[src/rtl/vsd_pkg.sv]
package vsd_pkg;

  typedef enum logic [1:0] {
    MD_NONE   = 2'd0,
    MD_SINGLE = 2'd1,
    MD_DOUBLE = 2'd2,
    MD_TRIPLE = 2'd3
  } md_e;

  localparam logic [2:0] RAW_SINGLE = 3'b001;
  localparam logic [2:0] RAW_DOUBLE = 3'b010;
  localparam logic [2:0] RAW_TRIPLE = 3'b100;

endpackage

[src/rtl/vsd_mode_check.sv]
module vsd_mode_check
  import vsd_pkg::*;
(
  input  logic [2:0] mode_raw,
  output md_e        md,
  output logic       bad
);

  always_comb begin
    md  = MD_NONE;
    bad = 1'b0;
    unique case (mode_raw)
      RAW_SINGLE: md = MD_SINGLE;
      RAW_DOUBLE: md = MD_DOUBLE;
      RAW_TRIPLE: md = MD_TRIPLE;
      default:    bad = 1'b1;
    endcase
  end

endmodule

[src/rtl/vsd_enable_gen.sv]
module vsd_enable_gen
  import vsd_pkg::*;
#(
  parameter int N_REG = 8
) (
  input  md_e                              md,
  input  logic [$clog2(N_REG)-1:0]         sel,
  output logic [N_REG:0]                   en,
  output logic                             range_bad,
  output logic [$clog2(N_REG+1)-1:0]       base
);

  localparam int N_SLICE = N_REG + 1;
  localparam int SEL_W   = $clog2(N_REG);
  localparam int KW      = SEL_W - 1;
  localparam int IDX_W   = $clog2(N_SLICE);
  localparam int N_PAIR  = N_REG / 2;
  localparam int N_TRIO  = N_SLICE / 3;

  logic          hi_bit;
  logic [KW-1:0] k;

  assign hi_bit = sel[SEL_W-1];
  assign k      = sel[KW-1:0];

  // one decode term per physical slice, each mode contributing its own match
  for (genvar i = 0; i < N_SLICE; i++) begin : g_slice
    logic hit_single, hit_double, hit_triple;

    if (i < N_REG) begin : g_reg
      assign hit_single = (sel == SEL_W'(i));
    end else begin : g_spare
      assign hit_single = 1'b0;
    end

    if (i / 2 < N_PAIR) begin : g_pair
      assign hit_double = !hi_bit && (k == KW'(i / 2));
    end else begin : g_nopair
      assign hit_double = 1'b0;
    end

    if (i / 3 < N_TRIO) begin : g_trio
      assign hit_triple = !hi_bit && (k == KW'(i / 3));
    end else begin : g_notrio
      assign hit_triple = 1'b0;
    end

    always_comb begin
      unique case (md)
        MD_SINGLE: en[i] = hit_single;
        MD_DOUBLE: en[i] = hit_double;
        MD_TRIPLE: en[i] = hit_triple;
        default:   en[i] = 1'b0;
      endcase
    end
  end

  always_comb begin
    unique case (md)
      MD_DOUBLE: range_bad = hi_bit;
      MD_TRIPLE: range_bad = hi_bit || (int'(k) >= N_TRIO);
      default:   range_bad = 1'b0;
    endcase
  end

  always_comb begin
    unique case (md)
      MD_DOUBLE: base = IDX_W'(int'(k) * 2);
      MD_TRIPLE: base = IDX_W'(int'(k) * 3);
      default:   base = IDX_W'(sel);
    endcase
  end

endmodule

[src/rtl/vsd_read_merge.sv]
module vsd_read_merge
  import vsd_pkg::*;
#(
  parameter int N_SLICE = 9,
  parameter int DATA_W  = 32
) (
  input  logic                          clk,
  input  logic                          rst,
  input  logic                          rd_en,
  input  md_e                           md,
  input  logic [$clog2(N_SLICE)-1:0]    base,
  input  logic [N_SLICE*DATA_W-1:0]     words_flat,
  output logic [DATA_W-1:0]             rd_data,
  output logic                          rd_valid,
  output logic                          mismatch
);

  localparam int IDX_W = $clog2(N_SLICE);

  logic [DATA_W-1:0] words [N_SLICE];
  logic [IDX_W-1:0]  idx1, idx2;
  logic [DATA_W-1:0] c0, c1, c2, vote;

  for (genvar s = 0; s < N_SLICE; s++) begin : g_unpack
    assign words[s] = words_flat[s*DATA_W +: DATA_W];
  end

  always_comb begin
    idx1 = (int'(base) + 1 < N_SLICE) ? IDX_W'(int'(base) + 1) : '0;
    idx2 = (int'(base) + 2 < N_SLICE) ? IDX_W'(int'(base) + 2) : '0;
  end

  assign c0   = words[base];
  assign c1   = words[idx1];
  assign c2   = words[idx2];
  assign vote = (c0 & c1) | (c1 & c2) | (c0 & c2);

  always_ff @(posedge clk) begin
    if (rst) begin
      rd_data  <= '0;
      rd_valid <= 1'b0;
      mismatch <= 1'b0;
    end else begin
      rd_valid <= rd_en;
      mismatch <= rd_en && (md == MD_DOUBLE) && (c0 != c1);
      if (rd_en) rd_data <= (md == MD_TRIPLE) ? vote : c0;
    end
  end

  // a single-copy read never reports disagreement
  a_r11_single_no_mismatch: assert property (@(posedge clk) disable iff (rst)
    (rd_en && md == MD_SINGLE) |=> !mismatch);

  // the merged word follows the read marker by one cycle
  a_r9_valid_follows: assert property (@(posedge clk) disable iff (rst)
    rd_en |=> rd_valid);

endmodule

[src/rtl/vmode_slice_decoder.sv]
module vmode_slice_decoder
  import vsd_pkg::*;
#(
  parameter int LINE_W = 4,
  parameter int N_REG  = 8,
  parameter int DATA_W = 32,
  localparam int N_SLICE = N_REG + 1,
  localparam int SEL_W   = $clog2(N_REG),
  localparam int ADDR_W  = LINE_W + SEL_W + 1
) (
  input  logic                      clk,
  input  logic                      rst,
  input  logic [ADDR_W-1:0]         addr_in,
  input  logic [2:0]                mode_in,
  input  logic                      wr_stb,
  input  logic                      rd_stb,
  input  logic [DATA_W-1:0]         wr_data,
  input  logic [N_SLICE*DATA_W-1:0] rd_slices,
  output logic [N_SLICE-1:0]        slice_en,
  output logic [LINE_W-1:0]         line_idx,
  output logic                      bank_sel,
  output logic                      wr_en,
  output logic [DATA_W-1:0]         wr_word,
  output logic                      rd_en,
  output logic [DATA_W-1:0]         rd_data,
  output logic                      rd_valid,
  output logic                      mismatch,
  output logic                      range_err,
  output logic                      mode_err
);

  localparam int IDX_W  = $clog2(N_SLICE);
  localparam int SEL_LO = LINE_W;
  localparam int SEL_HI = LINE_W + SEL_W - 1;
  localparam int BANK_B = ADDR_W - 1;

  md_e                md_now, md_q;
  logic               mode_bad, rng_bad, any_stb, go;
  logic [N_SLICE-1:0] en_now;
  logic [IDX_W-1:0]   base_now, base_q;

  vsd_mode_check u_mode (
    .mode_raw (mode_in),
    .md       (md_now),
    .bad      (mode_bad)
  );

  vsd_enable_gen #(.N_REG(N_REG)) u_en (
    .md        (md_now),
    .sel       (addr_in[SEL_HI:SEL_LO]),
    .en        (en_now),
    .range_bad (rng_bad),
    .base      (base_now)
  );

  assign any_stb = wr_stb | rd_stb;
  assign go      = any_stb && !mode_bad && !rng_bad;

  always_ff @(posedge clk) begin
    if (rst) begin
      slice_en  <= '0;
      line_idx  <= '0;
      bank_sel  <= 1'b0;
      wr_en     <= 1'b0;
      wr_word   <= '0;
      rd_en     <= 1'b0;
      range_err <= 1'b0;
      mode_err  <= 1'b0;
      md_q      <= MD_NONE;
      base_q    <= '0;
    end else begin
      slice_en  <= go ? en_now : '0;
      wr_en     <= go && wr_stb;
      rd_en     <= go && rd_stb && !wr_stb;
      mode_err  <= any_stb && mode_bad;
      range_err <= any_stb && !mode_bad && rng_bad;
      if (any_stb) begin
        line_idx <= addr_in[LINE_W-1:0];
        bank_sel <= addr_in[BANK_B];
        md_q     <= md_now;
        base_q   <= base_now;
      end
      if (go && wr_stb) wr_word <= wr_data;
    end
  end

  vsd_read_merge #(.N_SLICE(N_SLICE), .DATA_W(DATA_W)) u_merge (
    .clk        (clk),
    .rst        (rst),
    .rd_en      (rd_en),
    .md         (md_q),
    .base       (base_q),
    .words_flat (rd_slices),
    .rd_data    (rd_data),
    .rd_valid   (rd_valid),
    .mismatch   (mismatch)
  );

  // one regular slice, spare slice idle
  a_r2_single_one: assert property (@(posedge clk) disable iff (rst)
    (any_stb && mode_in == RAW_SINGLE) |=>
      ($countones(slice_en) == 1 && !slice_en[N_SLICE-1]));

  // a legal double access drives a pair
  a_r3_double_pair: assert property (@(posedge clk) disable iff (rst)
    (any_stb && mode_in == RAW_DOUBLE && !addr_in[SEL_HI]) |=>
      ($countones(slice_en) == 2));

  // a legal triple access drives three slices
  a_r4_triple_three: assert property (@(posedge clk) disable iff (rst)
    (any_stb && mode_in == RAW_TRIPLE && !addr_in[SEL_HI] &&
     addr_in[SEL_HI-1:SEL_LO] != '1) |=> ($countones(slice_en) == 3));

  // out-of-range double address is refused
  a_r5_double_range: assert property (@(posedge clk) disable iff (rst)
    (any_stb && mode_in == RAW_DOUBLE && addr_in[SEL_HI]) |=>
      (range_err && slice_en == '0 && !wr_en && !rd_en));

  // bad mode code is refused
  a_r6_mode_bad: assert property (@(posedge clk) disable iff (rst)
    (any_stb && $countones(mode_in) != 1) |=>
      (mode_err && !range_err && slice_en == '0));

  // nothing is enabled without a preceding strobe
  a_r7_single_pulse: assert property (@(posedge clk) disable iff (rst)
    !any_stb |=> (slice_en == '0 && !wr_en && !rd_en));

  // simultaneous strobes never produce a read
  a_r8_write_wins: assert property (@(posedge clk) disable iff (rst)
    (wr_stb && rd_stb) |=> !rd_en);

endmodule

[config.mk]
export PLATFORM = sky130hd
export DESIGN_NAME = vmode_slice_decoder
export DESIGN_NICKNAME = d
export VERILOG_FILES = /design/src/rtl/vsd_pkg.sv /design/src/rtl/vsd_mode_check.sv /design/src/rtl/vsd_enable_gen.sv /design/src/rtl/vsd_read_merge.sv /design/src/rtl/vmode_slice_decoder.sv
export SDC_FILE = /design/constraint.sdc
export NUM_CORES = 1
export LEC_CHECK = 0
export CAP_MARGIN = 0
export CORE_MARGIN = 1
export CORE_UTILIZATION = 40
export DETAILED_ROUTE_END_ITERATION = 8
export PLACE_DENSITY = 0.69
export SLEW_MARGIN = 10
export SYNTH_ARGS = -nofsm -noshare
export SYNTH_HDL_FRONTEND = slang
export SYNTH_SLANG_ARGS = --single-unit
[constraint.sdc]
create_clock -name clk -period 9.53 [get_ports clk]
set_input_delay 2.859 -clock clk [delete_from_list [all_inputs] [get_ports clk]]
set_output_delay 2.859 -clock clk [all_outputs]
set_load 0.005 [all_outputs]
=== After elaboration in Yosys (flattened, before gate mapping) ===
Index checks and enable logic that the tools add are counted.

* Muxes and demuxes: 24
* Reductions and logical operators: 23
* Equality and inequality tests: 19
* $add $sub $neg: 2
* Bitwise logic cells: 11
* Order comparisons: 6
* Multipliers: 1

{| class="wikitable"
|+ Operators by type and width
! operator !! number
|-
| $bmux W32 S4 || 3
|-
| $mux W32 || 7
|-
| $and A32 B32 Y32 || 3
|-
| $or A32 B32 Y32 || 2
|-
| $lt A32 B5 Y1 const B || 1
|-
| $ne A32 B32 Y1 || 1
|-
| $eq A3 B3 Y1 const B || 5
|-
| $ge A5 B5 Y1 const B || 3
|-
| $not A4 Y5 || 3
|-
| $pmux W1 S3 || 5
|-
| $logic_and A1 B1 Y1 || 13
|-
| $eq A2 B2 Y1 const B || 6
|-
| $eq A3 B2 Y1 const B || 3
|-
| $mux W4 || 2
|-
| $pmux W1 S2 || 4
|-
| $pmux W4 S2 || 1
|-
| $eq A3 B1 Y1 const B || 2
|-
| $pmux W2 S3 || 1
|-
| $reduce_or A3 Y1 || 2
|-
| $add A4 B1 Y5 const B || 1
|-
| $add A4 B2 Y5 const B || 1
|-
| $lt A5 B4 Y1 const B || 1
|-
| $eq A2 B1 Y1 const B || 2
|-
| $mul A2 B2 Y4 const B || 1
|-
| 9 further kinds || 13
|}

* Flip-flop bits (word level): 90
* Output and inout port bits: 84
* Logic and storage cells: 100
* Input port bits: 335

=== Depth between registers and ports, before layout ===
* Word-level depth: 11
* Depth in mapped cells: 18
* Mapped depth without buffers: 12

=== Modules after synthesis ===
A second synthesis with hierarchy kept.

* Cells, all modules: 1,493
* Area, all modules: 12,719.7 µm²

{| class="wikitable"
|+ Modules (own cells, without submodules)
! module !! cells an instance !! instances !! area an instance (µm²) !! sequential area each (µm²)
|-
| vsd_read_merge || 1,220 || 1 || 9,950.8 || 680.7
|-
| vmode_slice_decoder || 221 || 1 || 2,368.5 || 1,121.1
|-
| vsd_enable_gen || 46 || 1 || 360.3 || 0.0
|-
| vsd_mode_check || 6 || 1 || 40.0 || 0.0
|}

=== Worst setup path after synthesis ===
Ideal clock, no wire load.

* Path kind: input-to-reg
* From: in rd_slices[90]
* To: reg u_merge.mismatch
* Stages on the path: 10
* Library setup time: 0.130 ns
* Path buffers: 0
* Path slack: 4.866 ns
* Data required time: 9.400 ns
* Data arrival time: 4.534 ns
* Cells stage by stage: or3b_2 -> a21oi_1 -> a221oi_1 -> a211oi_1 -> a221o_1 -> ha_1 -> nor4_1 -> nand4_1 -> nor2_1 -> nor4b_1

* Longest elaborated chain between the ends: 5
* Elaborated cells on any way between the ends: 8
* Classes of those cells: 1 x eq/ne; 6 x mux; 1 x reduce/logical

{| class="wikitable"
|+ RTL lines
! item !! RTL line !! source
|-
| from (decl) || vmode_slice_decoder.sv:18 || <nowiki>input logic [N_SLICE*DATA_W-1:0] rd_slices,</nowiki>
|-
| $bmux W32 S4, on equally long branches || vsd_read_merge.sv:33, vsd_read_merge.sv:34 ||
|-
| $mux W32, on equally long branches (2 in a row) || vsd_read_merge.sv:33, vsd_read_merge.sv:34 ||
|-
| $ne A32 B32 Y1 (*) || vsd_read_merge.sv:45 || <nowiki>mismatch <= rd_en && (md == MD_DOUBLE) && (c0 != c1);</nowiki>
|-
| $logic_and A1 B1 Y1 (*) || vsd_read_merge.sv:45 ||
|-
| to (signal assigned) || vsd_read_merge.sv:45 ||
|-
| to (decl) || vsd_read_merge.sv:15 || <nowiki>output logic mismatch</nowiki>
|}

Every way passes the cells marked *; elsewhere a longest branch is shown, timed or not. The select of a mux whose other input is x is not followed.
A chain may end at the register's enable or synchronous reset.

=== Worst setup path in the final report ===
* From: in rd_slices[230]
* To: reg u_merge.mismatch

Same word-level chain as after synthesis.

==> results.yml <==
floorplan:
  die_area_sq_mm: 0.03124
  die_x_um: 176.7
  ios: 419
  initial_core_util_pct: 40.88
  rows: 63
  core_sq_mm: 0.02987
  die_h_um: 176.7
yosys:
  ys_ff_latch: 90
  yosysSeqAreaShare_pct: 14.75
  synthCells: 1483
  ys_warn_count: 0
  yosys-top-cells-area: "mux4_2 (16%), dfxtp_1 (15%), mux2i_1 (9.5%), a21oi_1 (6.9%), nand2_1 (5.8%)"
  synthXorXnorAreaFrac_pct: 0.2049
  synth.net_count: 1859
  yosys.area_share.simple_pct: 16.08
  yosys.area.top_type_share_pct: 16.41
  synth_compound_area_share_pct: 32.88
  synthAdderAreaFrac_pct: 4.200
  synth-edff-count: 0
  synthArstFlopShare_pct: 0
  syn-cell-area_sq_mm: 0.01221
  synth.largest_area_cell: "mux4_2"
  muxShareOfSynthArea_pct: 26.01
  ys.flop_type: "dfxtp_1"
  avgSynthCellArea_sq_um: 8.236
  synth_top_family_by_area: "compound AO/OA/AOI/OAI gates"
  synth.distinct_cells: 70
place:
  dp_hpwl_um: 42000
  place_area_sq_mm: 0.01652
  dp.cells: 2170
  gp_congestion: 0.9470
  io_buffers: 418
power:
  peakVddDrop_v: 0.0001105
  power_leakage_uw: 0.006084
  power_density_mw_per_mm2: 104.3
timing:
  fin_skew_ns: 0.01051
  clock.fmax_ghz: 0.1853
  hold_slack_ns: 0.4534
  fin_crit_ns: 5.397
  worstMarginPinSlew_ns: 1.312
  slew_headroom_pct: 12.55
  hold_violations: 0
  rsz0062_at_grt: "false"
  tns_ns: 0
  period_share_pct: 56.63
  setup_viol: 0
  drv_slew: 0
grt:
  grt_max_degree: 58
  grt_util_all_layers_pct: 38.40
  grt_pass1_vias: 15060
  overflow: 0
  grt_pass1_wl_um: 90830
  antenna_found_initial: 4
clock_tree:
  cts_inserted_buffers: 9
  clkSinkCount: 90
  holdBufCountCts: 0
  clk_path_buf_depth: 2
  h-tree-depth: 3
  cts_tree: "built"
  cts.reportedPaths.clkPinSlew_ns: 0.08
  insertion_delay_ns: 0.36
  postCtsSetupBuffers: 0
  clock-root-buffer: "clkbuf_16"
  postCtsResizedCells: 0
detailed_routing:
  via_per_inst: 7.005
  drt_iter0_markers: 2146
  wl_um: 62370
  dr.pass1.iters: 6
  drc: 0
  ant_nets: 0
  drt-wirelength-per-cell_um: 28.45
  vias: 15360
finish:
  final_common_cell: "clkdlybuf4s50_1"
  fin_nets: 2167
  area_growth_pct: 37.88
  stdcell_area_sq_mm: 0.01684
  nFillCells: 2775
  most-common-layout-cells: "clkdlybuf4s50_1 (417), nand2_1 (188), a21oi_1 (168), mux2i_1 (116), mux4_2 (89)"
  fin_cells: 2192
  drive_above_1_share_pct: 9.688
  fin_util_pct: 56.37
run:
  maxCapViolCount: 0
worst_hold_path:
  hold_class: "register to register"
  hp-start: "u_merge.rd_data[17]"
worst_setup_path:
  r2r_start: "base_q[1]"
  crit_path_end_kind: "register"
  worst_path_largest_cell_delay_ns: 0.66
  cpMaxStageDelayCell: "nor4_1"
  startpoint_type: "input pin"
  crit_arrival_ns: 5.65
  path_cells: "clkdlybuf4s50_1 -> mux4_2 -> a22o_1 -> a21oi_1 -> inv_1 -> ha_1 -> nor4_1 -> nand4_1 -> nor2_1 -> nor4b_1"
  startpoint: "rd_slices[230]"
  crit_required_ns: 9.78
  crit_fanout: 3
  worstSetupPathType: "input pin to register"
outcome:
  status: "finished, final reports clean"
registers in the layout (all words and copies together), names as in the netlist, 2 cells and up:
signal,flops
md_q,2
u_merge.rd_data,32
line_idx,4
base_q,4
wr_word,32
slice_en,9
logic make-up after synthesis:
logic type | Yosys count
xor+xnor | 2
buf+inv | 162
fa+ha+maj | 41
flops | 90
simple gates | 410
compound gates | 572
mux | 206
per-stage QoR:
stage | setup WS, ns | total power, uW
final | 4.133 | 1756
after global routing | 4.054 | 1821
after CTS | 4.182 | 1733
after detailed placement | 3.801 | 1338
after global placement | 3.738 | 1330
after floorplan | 4.866 | 937.4
worst max-delay path: cells and delay by family:
family	cells	cell delay, ns
buffers and inverters	2	0.55
muxes	1	0.48
adders and majority gates	1	0.33
and+or+nand+nor	4	1.03
AOI/OAI and AO/OA	2	0.39
where the power goes:
group	total (uW)	switching, uW	internal [uW]
Sequential	404	17.7	386
Clock	393	188	204
Combinational	960	516	444
metal layers:
layer  part of all wire, %  wire length [um]  global-route usage [%]
met5                 0.061                38                       0
met4                   5.2              3230                   20.55
met3                    14              8597                   10.70
met2                    45             28310                   62.43
met1                    36             22190                   45.84
cell type report:
cell class / count / area, sq um / share of cell area (%)
clock inverter: 5 / 42.54 / 0.2526
tap: 390 / 488.0 / 2.897
sequential: 90 / 1813 / 10.77
clock buffer: 11 / 264.0 / 1.568
timing repair buffer: 447 / 4397 / 26.11
antenna: 6 / 15.01 / 0.08915
multi-input combinational: 1231 / 9777 / 58.05
inverter: 12 / 45.04 / 0.2675
final timing paths:
check                              to  depth (start not counted)  slack, ns
setup / recovery     u_merge.mismatch                         10       4.13
hold / removal    u_merge.rd_data[17]                          2       0.45
setup reg to reg     u_merge.mismatch                         12       4.37
hold reg to reg   u_merge.rd_data[17]                          2       0.45
synthesized netlist by cell type (12+ instances only):
master     count
a211o_1       26
a211oi_1      18
a21boi_0      15
a21oi_1      168
a221o_1       45
a221oi_1      34
a22oi_1       30
a2bb2oi_1     28
a31oi_1       18
a32oi_1       14
and2_1        12
and3_1        20
buf_2         27
buf_4         15
clkbuf_1      96
dfxtp_1       90
ha_1          41
mux2i_1      116
mux4_2        89
nand2_1      189
nand2b_1      29
nand3_1       22
nand4b_1      15
nor2_1        69
nor3_1        12
o21ai_0       57
o21ai_1       29
o221ai_1      16
o2bb2ai_1     16
Note: power is estimated with default switching activity, not from simulation.
